[src/rtl/qtt_pkg.sv]
package qtt_pkg;
    // control word bit positions (bit 0 marks a control word)
    localparam int CW_CTL    = 0;
    localparam int CW_RST    = 1;
    localparam int CW_TCF    = 2;
    localparam int CW_TSTART = 3;
    localparam int CW_RISE   = 4;
    localparam int CW_P256   = 5;
    localparam int CW_CNT    = 6;
    localparam int CW_IE     = 7;

    typedef enum logic [1:0] {
        ST_STOP,
        ST_LOAD,
        ST_ARM,
        ST_RUN
    } chan_state_t;

    typedef struct packed {
        logic ie;
        logic cnt_mode;
        logic pre_long;
        logic rising;
        logic trig_start;
    } chan_cfg_t;
endpackage

[src/rtl/qtt_edge.sv]
module qtt_edge (
    input  logic clk,
    input  logic rst_n,
    input  logic din,
    input  logic rising,
    output logic hit
);
    logic din_q;

    always_ff @(posedge clk or negedge rst_n) begin
        if (!rst_n) din_q <= 1'b0;
        else        din_q <= din;
    end

    assign hit = rising ? (din & ~din_q) : (~din & din_q);
endmodule

[src/rtl/qtt_prescale.sv]
module qtt_prescale #(
    parameter int PRE_SHORT = 16,
    parameter int PRE_LONG  = 256
) (
    input  logic clk,
    input  logic rst_n,
    input  logic run,
    input  logic long_sel,
    output logic tick
);
    localparam int PW = $clog2(PRE_LONG);

    logic [PW-1:0] pc_q;
    logic [PW-1:0] lim;

    assign lim  = long_sel ? PW'(PRE_LONG - 1) : PW'(PRE_SHORT - 1);
    assign tick = run && (pc_q == lim);

    always_ff @(posedge clk or negedge rst_n) begin
        if (!rst_n)    pc_q <= '0;
        else if (!run) pc_q <= '0;
        else if (tick) pc_q <= '0;
        else           pc_q <= pc_q + 1'b1;
    end
endmodule

[src/rtl/qtt_irq_link.sv]
module qtt_irq_link (
    input  logic ie_in,
    input  logic pend,
    input  logic busy,
    output logic req,
    output logic ie_out,
    output logic ret_ok
);
    assign req    = ie_in & pend & ~busy;
    assign ie_out = ie_in & ~pend & ~busy;
    assign ret_ok = ie_in & busy;
endmodule

[src/rtl/qtt_channel.sv]
module qtt_channel
    import qtt_pkg::*;
#(
    parameter int DW        = 8,
    parameter int PRE_SHORT = 16,
    parameter int PRE_LONG  = 256
) (
    input  logic          clk,
    input  logic          rst_n,
    input  logic          wr_ctl,
    input  logic          wr_tc,
    input  logic [DW-1:0] wdata,
    input  logic          trg,
    input  logic          iack_hit,
    input  logic          reti_hit,
    output logic [DW-1:0] cnt,
    output logic          tc_expect,
    output logic          zero_pulse,
    output logic          ip,
    output logic          ius
);
    chan_state_t   st_q, st_d;
    chan_cfg_t     cfg_q, cfg_wr;
    logic          tcp_q;
    logic [DW-1:0] tc_q, cnt_q;
    logic          zp_q, ip_q, ius_q;
    logic          sw_rst, tcf, edge_hit, pre_tick, pre_run, tick, at_one;

    assign sw_rst  = wr_ctl & wdata[CW_RST];
    assign tcf     = wr_ctl & wdata[CW_TCF];
    assign pre_run = (st_q == ST_RUN) && !cfg_q.cnt_mode;
    assign tick    = (st_q == ST_RUN) && (cfg_q.cnt_mode ? edge_hit : pre_tick);
    assign at_one  = (cnt_q == DW'(1));

    always_comb begin
        cfg_wr.ie         = wdata[CW_IE];
        cfg_wr.cnt_mode   = wdata[CW_CNT];
        cfg_wr.pre_long   = wdata[CW_P256];
        cfg_wr.rising     = wdata[CW_RISE];
        cfg_wr.trig_start = wdata[CW_TSTART];
    end

    qtt_edge u_edge (
        .clk    (clk),
        .rst_n  (rst_n),
        .din    (trg),
        .rising (cfg_q.rising),
        .hit    (edge_hit)
    );

    qtt_prescale #(
        .PRE_SHORT (PRE_SHORT),
        .PRE_LONG  (PRE_LONG)
    ) u_pre (
        .clk      (clk),
        .rst_n    (rst_n),
        .run      (pre_run),
        .long_sel (cfg_q.pre_long),
        .tick     (pre_tick)
    );

    // state register
    always_ff @(posedge clk or negedge rst_n) begin
        if (!rst_n) st_q <= ST_STOP;
        else        st_q <= st_d;
    end

    // next state
    always_comb begin
        st_d = st_q;
        unique case (st_q)
            ST_STOP: begin
                if (tcf) st_d = ST_LOAD;
            end
            ST_LOAD: begin
                if (wr_tc)
                    st_d = (!cfg_q.cnt_mode && cfg_q.trig_start) ? ST_ARM : ST_RUN;
            end
            ST_ARM: begin
                if (sw_rst)        st_d = tcf ? ST_LOAD : ST_STOP;
                else if (edge_hit) st_d = ST_RUN;
            end
            ST_RUN: begin
                if (sw_rst) st_d = tcf ? ST_LOAD : ST_STOP;
            end
            default: st_d = ST_STOP;
        endcase
    end

    // outputs and datapath
    always_ff @(posedge clk or negedge rst_n) begin
        if (!rst_n) begin
            cfg_q <= '0;
            tcp_q <= 1'b0;
            tc_q  <= '0;
            cnt_q <= '0;
            zp_q  <= 1'b0;
            ip_q  <= 1'b0;
            ius_q <= 1'b0;
        end else begin
            zp_q <= 1'b0;
            if (wr_ctl) begin
                cfg_q <= cfg_wr;
                if (wdata[CW_TCF]) tcp_q <= 1'b1;
            end
            if (wr_tc) begin
                tc_q  <= wdata;
                tcp_q <= 1'b0;
                if (st_q == ST_LOAD) cnt_q <= wdata;
            end else if (tick) begin
                if (at_one) begin
                    cnt_q <= tc_q;
                    zp_q  <= 1'b1;
                end else begin
                    cnt_q <= cnt_q - 1'b1;
                end
            end
            if (sw_rst) ip_q <= 1'b0;
            else        ip_q <= (ip_q & ~iack_hit) | (tick & at_one & cfg_q.ie);
            ius_q <= (ius_q & ~reti_hit) | iack_hit;
        end
    end

    assign cnt        = cnt_q;
    assign tc_expect  = tcp_q;
    assign zero_pulse = zp_q;
    assign ip         = ip_q;
    assign ius        = ius_q;
endmodule

[src/rtl/quad_tick_timer.sv]
module quad_tick_timer
    import qtt_pkg::*;
#(
    parameter int NUM_CH    = 4,
    parameter int DW        = 8,
    parameter int NUM_ZC    = 3,
    parameter int PRE_SHORT = 16,
    parameter int PRE_LONG  = 256,
    parameter int SEL_W     = $clog2(NUM_CH)
) (
    input  logic              clk,
    input  logic              rst_n,
    input  logic              sel,
    input  logic              rd,
    input  logic              wr,
    input  logic [SEL_W-1:0]  chan,
    input  logic [DW-1:0]     wdata,
    output logic [DW-1:0]     rdata,
    input  logic [NUM_CH-1:0] trg,
    output logic [NUM_ZC-1:0] zc,
    input  logic              ien_in,
    output logic              ien_out,
    output logic              irq,
    input  logic              iack,
    input  logic              reti,
    output logic [DW-1:0]     ivec
);
    localparam int VHW = DW - SEL_W - 1;

    logic [NUM_CH-1:0] tc_exp, zp, ip, ius, req, ret_ok, ack_hit, ret_hit;
    logic [NUM_CH-1:0] wr_ctl, wr_tc;
    logic [NUM_CH:0]   ie_chain;
    logic [DW-1:0]     cnt [NUM_CH];
    logic              wr_stb, vec_wr;
    logic [VHW-1:0]    vhi_q;
    logic [SEL_W-1:0]  req_code;

    assign wr_stb = sel & wr;
    assign vec_wr = wr_stb && (chan == '0) && !tc_exp[0] && !wdata[CW_CTL];

    always_ff @(posedge clk or negedge rst_n) begin
        if (!rst_n)      vhi_q <= '0;
        else if (vec_wr) vhi_q <= wdata[DW-1:SEL_W+1];
    end

    assign ie_chain[0] = ien_in;

    for (genvar g = 0; g < NUM_CH; g++) begin : g_ch
        logic hit;
        assign hit       = wr_stb && (chan == SEL_W'(g));
        assign wr_tc[g]  = hit && tc_exp[g];
        assign wr_ctl[g] = hit && !tc_exp[g] && wdata[CW_CTL];
        assign ack_hit[g] = iack & req[g];
        assign ret_hit[g] = reti & ret_ok[g];

        qtt_channel #(
            .DW        (DW),
            .PRE_SHORT (PRE_SHORT),
            .PRE_LONG  (PRE_LONG)
        ) u_chan (
            .clk        (clk),
            .rst_n      (rst_n),
            .wr_ctl     (wr_ctl[g]),
            .wr_tc      (wr_tc[g]),
            .wdata      (wdata),
            .trg        (trg[g]),
            .iack_hit   (ack_hit[g]),
            .reti_hit   (ret_hit[g]),
            .cnt        (cnt[g]),
            .tc_expect  (tc_exp[g]),
            .zero_pulse (zp[g]),
            .ip         (ip[g]),
            .ius        (ius[g])
        );

        qtt_irq_link u_link (
            .ie_in  (ie_chain[g]),
            .pend   (ip[g]),
            .busy   (ius[g]),
            .req    (req[g]),
            .ie_out (ie_chain[g+1]),
            .ret_ok (ret_ok[g])
        );
    end

    for (genvar z = 0; z < NUM_ZC; z++) begin : g_zc
        assign zc[z] = zp[z];
    end

    logic unused_zp;
    assign unused_zp = &{1'b0, zp};

    assign ien_out = ie_chain[NUM_CH];
    assign irq     = |req;

    always_comb begin
        req_code = '0;
        for (int i = NUM_CH - 1; i >= 0; i--) begin
            if (req[i]) req_code = SEL_W'(i);
        end
    end

    assign ivec = {vhi_q, req_code, 1'b0};

    always_comb begin
        rdata = '0;
        if (sel && rd) rdata = cnt[chan];
    end
endmodule

[config.mk]
export PLATFORM = sky130hd
export DESIGN_NAME = quad_tick_timer
export DESIGN_NICKNAME = d
export VERILOG_FILES = /design/src/rtl/qtt_pkg.sv /design/src/rtl/qtt_edge.sv /design/src/rtl/qtt_prescale.sv /design/src/rtl/qtt_irq_link.sv /design/src/rtl/qtt_channel.sv /design/src/rtl/quad_tick_timer.sv
export SDC_FILE = /design/constraint.sdc
export NUM_CORES = 1
export LEC_CHECK = 0
export BUFFER_PORTS_ARGS = -buffer_cell sky130_fd_sc_hd__buf_4
export CORE_UTILIZATION = 47
export DETAILED_ROUTE_END_ITERATION = 7
export GPL_ROUTABILITY_DRIVEN = 0
export SYNTH_ARGS = -nofsm -noshare
export SYNTH_HDL_FRONTEND = slang
export SYNTH_SLANG_ARGS = --single-unit
[constraint.sdc]
create_clock -name clk -period 3.37 [get_ports clk]
set_input_delay 1.011 -clock clk [delete_from_list [all_inputs] [get_ports clk]]
set_output_delay 1.011 -clock clk [all_outputs]
set_load 0.05 [all_outputs]
## After elaboration in Yosys (flattened, before gate mapping)

Index checks and enable logic that the tools add are counted.

- Bits in registers: 148

- Reduce and logical (&&, ||, !) cells: 73
- Add/subtract/negate cells: 8
- Muxes and demuxes: 98
- Eq/ne operators: 43
- $lt $le $gt $ge: 1
- Bitwise gates (word level): 94

Operator list:

| operator | count |
|---|---|
| $mux W8 | 31 |
| $and A1 B1 Y1 | 61 |
| $mux W2 | 24 |
| $mux W1 | 38 |
| $logic_and A1 B1 Y1 | 34 |
| $add A8 B1 Y8 const B | 4 |
| $eq A8 B1 Y1 const B | 4 |
| $eq A8 B8 Y1 | 4 |
| $pmux W2 S4 | 4 |
| $sub A8 B1 Y8 const B | 4 |
| $ne A2 B1 Y1 const B | 12 |
| $not A1 Y1 | 24 |
| $reduce_bool A2 Y1 | 12 |
| $eq A2 B2 Y1 const B | 10 |
| $bmux W8 S2 | 1 |
| $reduce_and A2 Y1 | 8 |
| $reduce_and A4 Y1 | 4 |
| $ne A3 B1 Y1 const B | 4 |
| $eq A2 B1 Y1 const B | 5 |
| $logic_not A2 Y1 | 5 |
| $logic_not A1 Y1 | 9 |
| $ne A2 B2 Y1 const B | 4 |
| $or A1 B1 Y1 | 8 |
| $reduce_or A4 Y1 | 1 |
| other kinds (2) | 2 |

## Depth between registers and ports, before layout

Gate-level depths: netlist of the first run.

- Depth in word-level cells: 14
- Depth in mapped cells: 8
- Depth with buffers taken out: 7

## Cells and area by module

A second synthesis of the first run with hierarchy kept.

- Cells, all modules: 831
- Area, all modules: 8349.3 µm²

Modules (own cells, without submodules):

| module | instances | area an instance (µm²) | cells an instance |
|---|---|---|---|
| qtt_channel at g_ch[1].u_chan ... | 3 | 1400.1 | 143 |
| qtt_prescale | 4 | 419.2 | 42 |
| qtt_channel at g_ch[0].u_chan | 1 | 1460.2 | 142 |
| quad_tick_timer | 1 | 706.9 | 64 |
| qtt_edge | 4 | 47.5 | 4 |
| qtt_irq_link | 4 | 28.8 | 3 |

## Worst setup path after synthesis of the first run

Ideal clock, no wire load.

- Path type: input port to output port
- Start: input port ien_in
- End: output port ien_out
- Arrival: 3.279 ns
- Path buffers: 0
- Stages on the path: 3
- Setup slack: -0.920 ns
- Path through: or3b_2 > or2_2 > nor4_1

- Cells in the longest elaborated chain, start to end: 8

Ends and longest elaborated chain:

| item | line | text |
|---|---|---|
| start: declaration | quad_tick_timer.sv:21 | `input logic ien_in,` |
| $and A1 B1 Y1 (8 in series) | qtt_irq_link.sv:10 | `assign ie_out = ie_in & ~pend & ~busy;` |
| end: declaration | quad_tick_timer.sv:22 | `output logic ien_out,` |

No other way between the ends.

## Worst setup path after layout of the first run

- Start: input port ien_in
- End: output port irq

- Cells in the longest elaborated chain, start to end: 9
- Elaborated cells between the ends (all ways): 15
- Classes of those cells: bitwise (14); reduce/logical (1)

Ends and longest elaborated chain:

| item | line | text |
|---|---|---|
| $and A1 B1 Y1 (6 in series) | qtt_irq_link.sv:10 |  |
| $and A1 B1 Y1 (2 in series) | qtt_irq_link.sv:9 | `assign req = ie_in & pend & ~busy;` |
| $reduce_or A4 Y1 (*) | quad_tick_timer.sv:94 | `assign irq = \|req;` |
| end: declaration | quad_tick_timer.sv:23 | `output logic irq,` |

Mark *: on every way between the ends. The rest lies on a longest branch, timed or not.

==> results of run 1 <==
-- Yosys cell counts, types with 6 or more instances --
cell type,number,area [um2]
nor2b_1,7,43.8
clkbuf_1,19,71.3
xor2_1,15,131
a21o_1,8,60.1
o21a_1,6,45.0
buf_4,6,45.0
o21ai_0,55,275
a31oi_1,14,87.6
nand2b_1,8,50.1
nor3b_1,7,52.6
mux2i_1,7,70.1
inv_1,27,101
mux4_2,7,158
a21oi_1,24,120
xnor2_1,14,123
nor2_1,60,225
nor3_1,23,115
nand2_1,133,499
a211oi_1,8,60.1
or3_1,12,75.1
nand3_1,25,125
and3_1,24,150
mux2_4,6,90.1
mux2_2,38,428
ha_1,12,150
dfrtp_1,148,3700
-- worst min-delay path by stage --
stage                            startpoint                            to  cells past startpoint
2_1_floorplan  g_ch[0].u_chan.u_pre.pc_q[0]  g_ch[0].u_chan.u_pre.pc_q[0]                      1
3_3_place_gp   g_ch[2].u_chan.u_pre.pc_q[0]  g_ch[2].u_chan.u_pre.pc_q[0]                      1
3_5_place_dp   g_ch[2].u_chan.u_pre.pc_q[0]  g_ch[2].u_chan.u_pre.pc_q[0]                      1
4_1_cts        g_ch[2].u_chan.u_pre.pc_q[0]  g_ch[2].u_chan.u_pre.pc_q[0]                      1
5_1_grt        g_ch[0].u_chan.u_pre.pc_q[0]  g_ch[0].u_chan.u_pre.pc_q[0]                      1
6_report       g_ch[3].u_chan.u_pre.pc_q[0]  g_ch[3].u_chan.u_pre.pc_q[0]                      1
-- registers in the layout, summed over array words and instances (netlist names) --
register,cells
g_ch.u_chan.cfg_q,20
g_ch.u_chan.cnt,32
g_ch.u_chan.ip,4
g_ch.u_chan.ius,4
g_ch.u_chan.st_q,8
g_ch.u_chan.tc_expect,4
g_ch.u_chan.tc_q,32
g_ch.u_chan.u_edge.din_q,4
g_ch.u_chan.u_pre.pc_q,32
g_ch.u_chan.zero_pulse,3
vhi_q,5
-- routing by layer --
| layer | global-route usage | vias to the layer above |
|---|---|---|
| li1 | - | 3028 |
| met1 | 0.311 | 3161 |
| met2 | 0.392 | 152 |
| met3 | 0.0456 | 40 |
| met4 | 0.113 | 0 |
| met5 | 0 | - |
-- logic make-up (layout without fill, tap and decap cells) --
| family | after synthesis | count (layout) | share of synthesized area |
|---|---|---|---|
| other | 1 | 1 | 0.000467 |
| XOR/XNOR | 29 | 29 | 0.0316 |
| AND/OR/NAND/NOR | 343 | 343 | 0.214 |
| multiplexers | 60 | 60 | 0.0976 |
| flip-flops | 148 | 148 | 0.461 |
| adder cells (fa/ha/maj) | 12 | 12 | 0.0187 |
| AO/OA/AOI/OAI | 170 | 170 | 0.138 |
| buffers and inverters | 63 | 113 | 0.0383 |
-- cell type report --
cell class	instances	area, um2
clock buffer	19	453
clock inverter	13	151
fill	1486	7480
inverter	27	101
multi-input combinational	615	4040
sequential	148	3700
tap	220	275
timing repair buffer	54	438
-- repair_timing --
item	4_1_cts	5_1_grt
endpoints found under the setup margin	0	1
buffers inserted	0	0
gates resized for setup	0	1
-- power groups by stage --
stage	Sequential, mW	Combinational [mW]	Clock [mW]
6_report	2.60	1.92	1.91
5_1_grt	2.65	2.14	2.03
4_1_cts	2.59	1.93	1.96
3_5_place_dp	2.61	1.92	0
3_3_place_gp	2.60	1.86	0
2_1_floorplan	2.48	1.49	0
-- per-stage QoR --
step	setup slack, ns	hold slack, ns	TNS (ns)
floorplan	-0.0490	0.425	-0.0673
global placement	0.0573	0.443	0
detailed placement	0.0287	0.445	0
CTS	0.0292	0.454	0
global route	0.00264	0.473	0
finish	0.0485	0.452	0
==> flow_summary.toml, run 1 <==
[layout]
stdcell_area_um2 = 9170
syn_to_final_growth_pct = 14.2
utilization = 0.551
final_cell_mix = "dfrtp_1, nand2_1, nor2_1"
antenna_cells = 0
final_common_cell = "dfrtp_1"
drive_above_1_share = 0.182
nets = 897
instances_no_fill = 1096

[setup_path]
worstPathMaxFanout = 4
critPathCapture = "irq"
critPathBufInv = 2
slowest_delay_ns = 0.45
critical_path_depth = 5
critPathSlowestCell = "or3b_2"
cp.required_ns = 2.36
worstPathArrival_ns = 2.31
end_kind = "primary output"
path_delay_family = "simple AND/OR/NAND/NOR gates"
r2r-end = "g_ch[2].u_chan.ip"
path_cells = "buf_4, or3b_2, or2_2, o22ai_2, buf_6"
r2r_cells = 6
critPathLaunchType = "input pin"
startpoint = "ien_in"
path_class = "input pin to primary output"
r2r_slack_ns = 0.81
worstReg2RegStart = "g_ch[2].u_chan.cnt[0]"

[power_and_ir_drop]
p_int_mw = 4.16
power_mw = 6.43
total_leakage_power_nw = 4.22
seq_power_share = 0.404
combPwrFrac = 0.299
p_switching_mw = 2.27
switching_share = 0.353
power.density_nw_per_um2 = 702
clockPowerShare = 0.297
ir_worst_vdd_mv = 0.405

[timing]
max-slew-margin-rel = 0.441
slew_viol_final = 0
fmax_ghz = 0.301
finalCritPeriodShare = 0.986
finalSetupViolations = 0
hold_viol = 0
rsz0062_at_grt = "false"
min_period_ns = 3.32
tightest_slew_ns = 0.831
fin_worst_skew_ns = 0.00711

[yosys]
synth_area_per_cell_um2 = 9.72
postSynth.asyncResetShare = 1.00
postSynthCellCount = 826
ys_seq_elements = 148
yosys_warnings = 0
synth_ff_type = "dfrtp_1"
synth_area_um2 = 8030
synth_edf_count = 0
netlist-cell-type-count = 78
syn_nets = 860
ys_seq_area_frac = 0.461

[detailed_routing]
top_layer = "met4"
first_pass_iters = 6
dr_wl_met3_um = 800
wl_met2_um = 9640
routed_via_density = 5.82
via_count = 6381
drt_iter0_drc = 463
wl_met1_um = 8950
antenna_left = 0
wl_per_cell_um = 18.2
route.detailed.drc = 0
routed_wl_um = 20000

[cts]
cts_hold_buf = 0
cts_tree = "built"
cts_buffers = 17
cts_sinks = 148
cts_root_buf = "clkbuf_16"
clk_path_buf_depth = 2
cts_max_level = 4
clock_latency_ns = 0.43
clk_pin_slew_ns = 0.06

[worst_hold_path]
hp-class = "flop to flop"

[die]
die-area_um2 = 17600
floorplan.initialDensity = 0.482
row_count = 47
core_area_um2 = 16600
die_w_um = 133
fp.dieH_um = 133
io-pin-count = 43

[flow_run]
max_cap_viol_count = 0

[global_route]
grt_pass1_wl_um = 32700
first_global_vias = 6276
grt_overflow = 0
grt_max_degree = 63
antenna_found_initial = 0
grtUsageTotal = 0.241

[placement]
hpwlAfterDp_um = 14100
placedCellCount = 1064
io_buffers = 41
dpl-instance-area_um2 = 8560

[outcome]
status = "finished clean"
(Power assumes the default switching activity.)
==> run 2: changes to the inputs <==
Settings changed: CORE_ASPECT_RATIO set to 1.4.
==> flow_summary.toml, run 2 (synthesized netlist as in run 1, its figures left out) <==
[outcome]
status = "finished clean"

[cts]
clk_path_buf_depth = 2
cts_root_buf = "clkbuf_16"
cts_sinks = 148
cts_max_level = 4
cts_buffers = 17
cts_tree = "built"
clk_pin_slew_ns = 0.06
clock_latency_ns = 0.43
cts_hold_buf = 0

[die]
die_w_um = 112
fp.dieH_um = 157
io-pin-count = 43
core_area_um2 = 16700
die-area_um2 = 17600
row_count = 56
floorplan.initialDensity = 0.479

[layout]
drive_above_1_share = 0.182
final_common_cell = "dfrtp_1"
nets = 900
syn_to_final_growth_pct = 13.7
final_cell_mix = "dfrtp_1, nand2_1, nor2_1"
antenna_cells = 0
stdcell_area_um2 = 9130

[power_and_ir_drop]
ir_worst_vdd_mv = 0.334
power_mw = 6.39
total_leakage_power_nw = 4.23
power.density_nw_per_um2 = 700

[global_route]
antenna_found_initial = 1
first_global_vias = 6445
grt_max_degree = 57
grt_pass1_wl_um = 33700
grtUsageTotal = 0.252
grt_overflow = 0

[setup_path]
path_class = "input pin to primary output"
worstPathMaxFanout = 4
worstPathArrival_ns = 2.31
cp.required_ns = 2.36
critPathLaunchType = "input pin"
end_kind = "primary output"

[timing]
setup_ws_ns = 0.0484
max-slew-margin-rel = 0.486
min_period_ns = 3.32
slew_viol_final = 0
fmax_ghz = 0.301
fin_worst_skew_ns = 0.00837
finalCritPeriodShare = 0.986
finalSetupViolations = 0
tightest_slew_ns = 0.765
whs_ns = 0.454
hold_viol = 0
rsz0062_at_grt = "false"

[detailed_routing]
first_pass_iters = 5
antenna_left = 0
drt_iter0_drc = 336
route.detailed.drc = 0
via_count = 6338
routed_via_density = 5.86
wl_per_cell_um = 19.0
routed_wl_um = 20500

[placement]
dp_slack_ns = 0.0389
hpwlAfterDp_um = 14700
dpl-instance-area_um2 = 8550
io_buffers = 41

[worst_hold_path]
hp-class = "flop to flop"

[flow_run]
max_cap_viol_count = 0
==> run 2: cell type report <==
| class | instances | area, um2 |
|---|---|---|
| Tap cell | 203 | 254 |
| Timing Repair Buffer | 57 | 452 |
| Sequential cell | 148 | 3700 |
| Clock inverter | 12 | 129 |
| Clock buffer | 20 | 447 |
| Multi-Input combinational cell | 615 | 4040 |
| Fill cell | 1476 | 7620 |
| Inverter | 27 | 101 |
==> run 2: worst max-delay path: stages <==
cell     delay [ns]
buf_4          0.10
or3b_2         0.45
or2_2          0.37
o22ai_2        0.20
buf_6          0.18
==> run 2: per-layer routing <==
layer	GRT usage	wire, um	vias up
met4	0.146	939	2
met1	0.291	8470	3119
li1	-	-	3017
met2	0.435	10300	148
met5	0	9	-
met3	0.0519	791	52
==> run 2: per-stage QoR <==
stage / TNS (ns) / instances / util
finish: 0 / 1082 / 0.545
global route: 0 / 1082 / 0.545
global placement: 0 / 1050 / 0.510
CTS: 0 / 1082 / 0.545
floorplan: -0.0673 / 826 / -
detailed placement: 0 / 1050 / 0.510
==> run 2: final timing paths <==
kind,from,slack [ns],cells past startpoint,end
min in group asynchronous,rst_n,0.52,1,g_ch[1].u_chan.u_pre.pc_q[0]
max reg2reg,g_ch[2].u_chan.cnt[0],0.97,6,g_ch[2].u_chan.ip
max,ien_in,0.05,5,irq
max in group asynchronous,rst_n,2.07,2,g_ch[2].u_chan.u_pre.pc_q[1]
min,g_ch[1].u_chan.u_pre.pc_q[0],0.45,1,g_ch[1].u_chan.u_pre.pc_q[0]
min reg2reg,g_ch[1].u_chan.u_pre.pc_q[0],0.45,1,g_ch[1].u_chan.u_pre.pc_q[0]
==> run 2: report_power, final <==
group | total (mW) | switching, mW | internal, mW
combinational | 1.92 | 1.04 | 0.879
sequential | 2.60 | 0.453 | 2.15
clock | 1.87 | 0.758 | 1.11
total | 6.39 | 2.25 | 4.13
==> run 2: timing repair <==
| action | CTS | global route |
|---|---|---|
| resized for setup | 0 | 2 |
| buffers inserted | 0 | 0 |
| setup endpoints to repair | 0 | 2 |
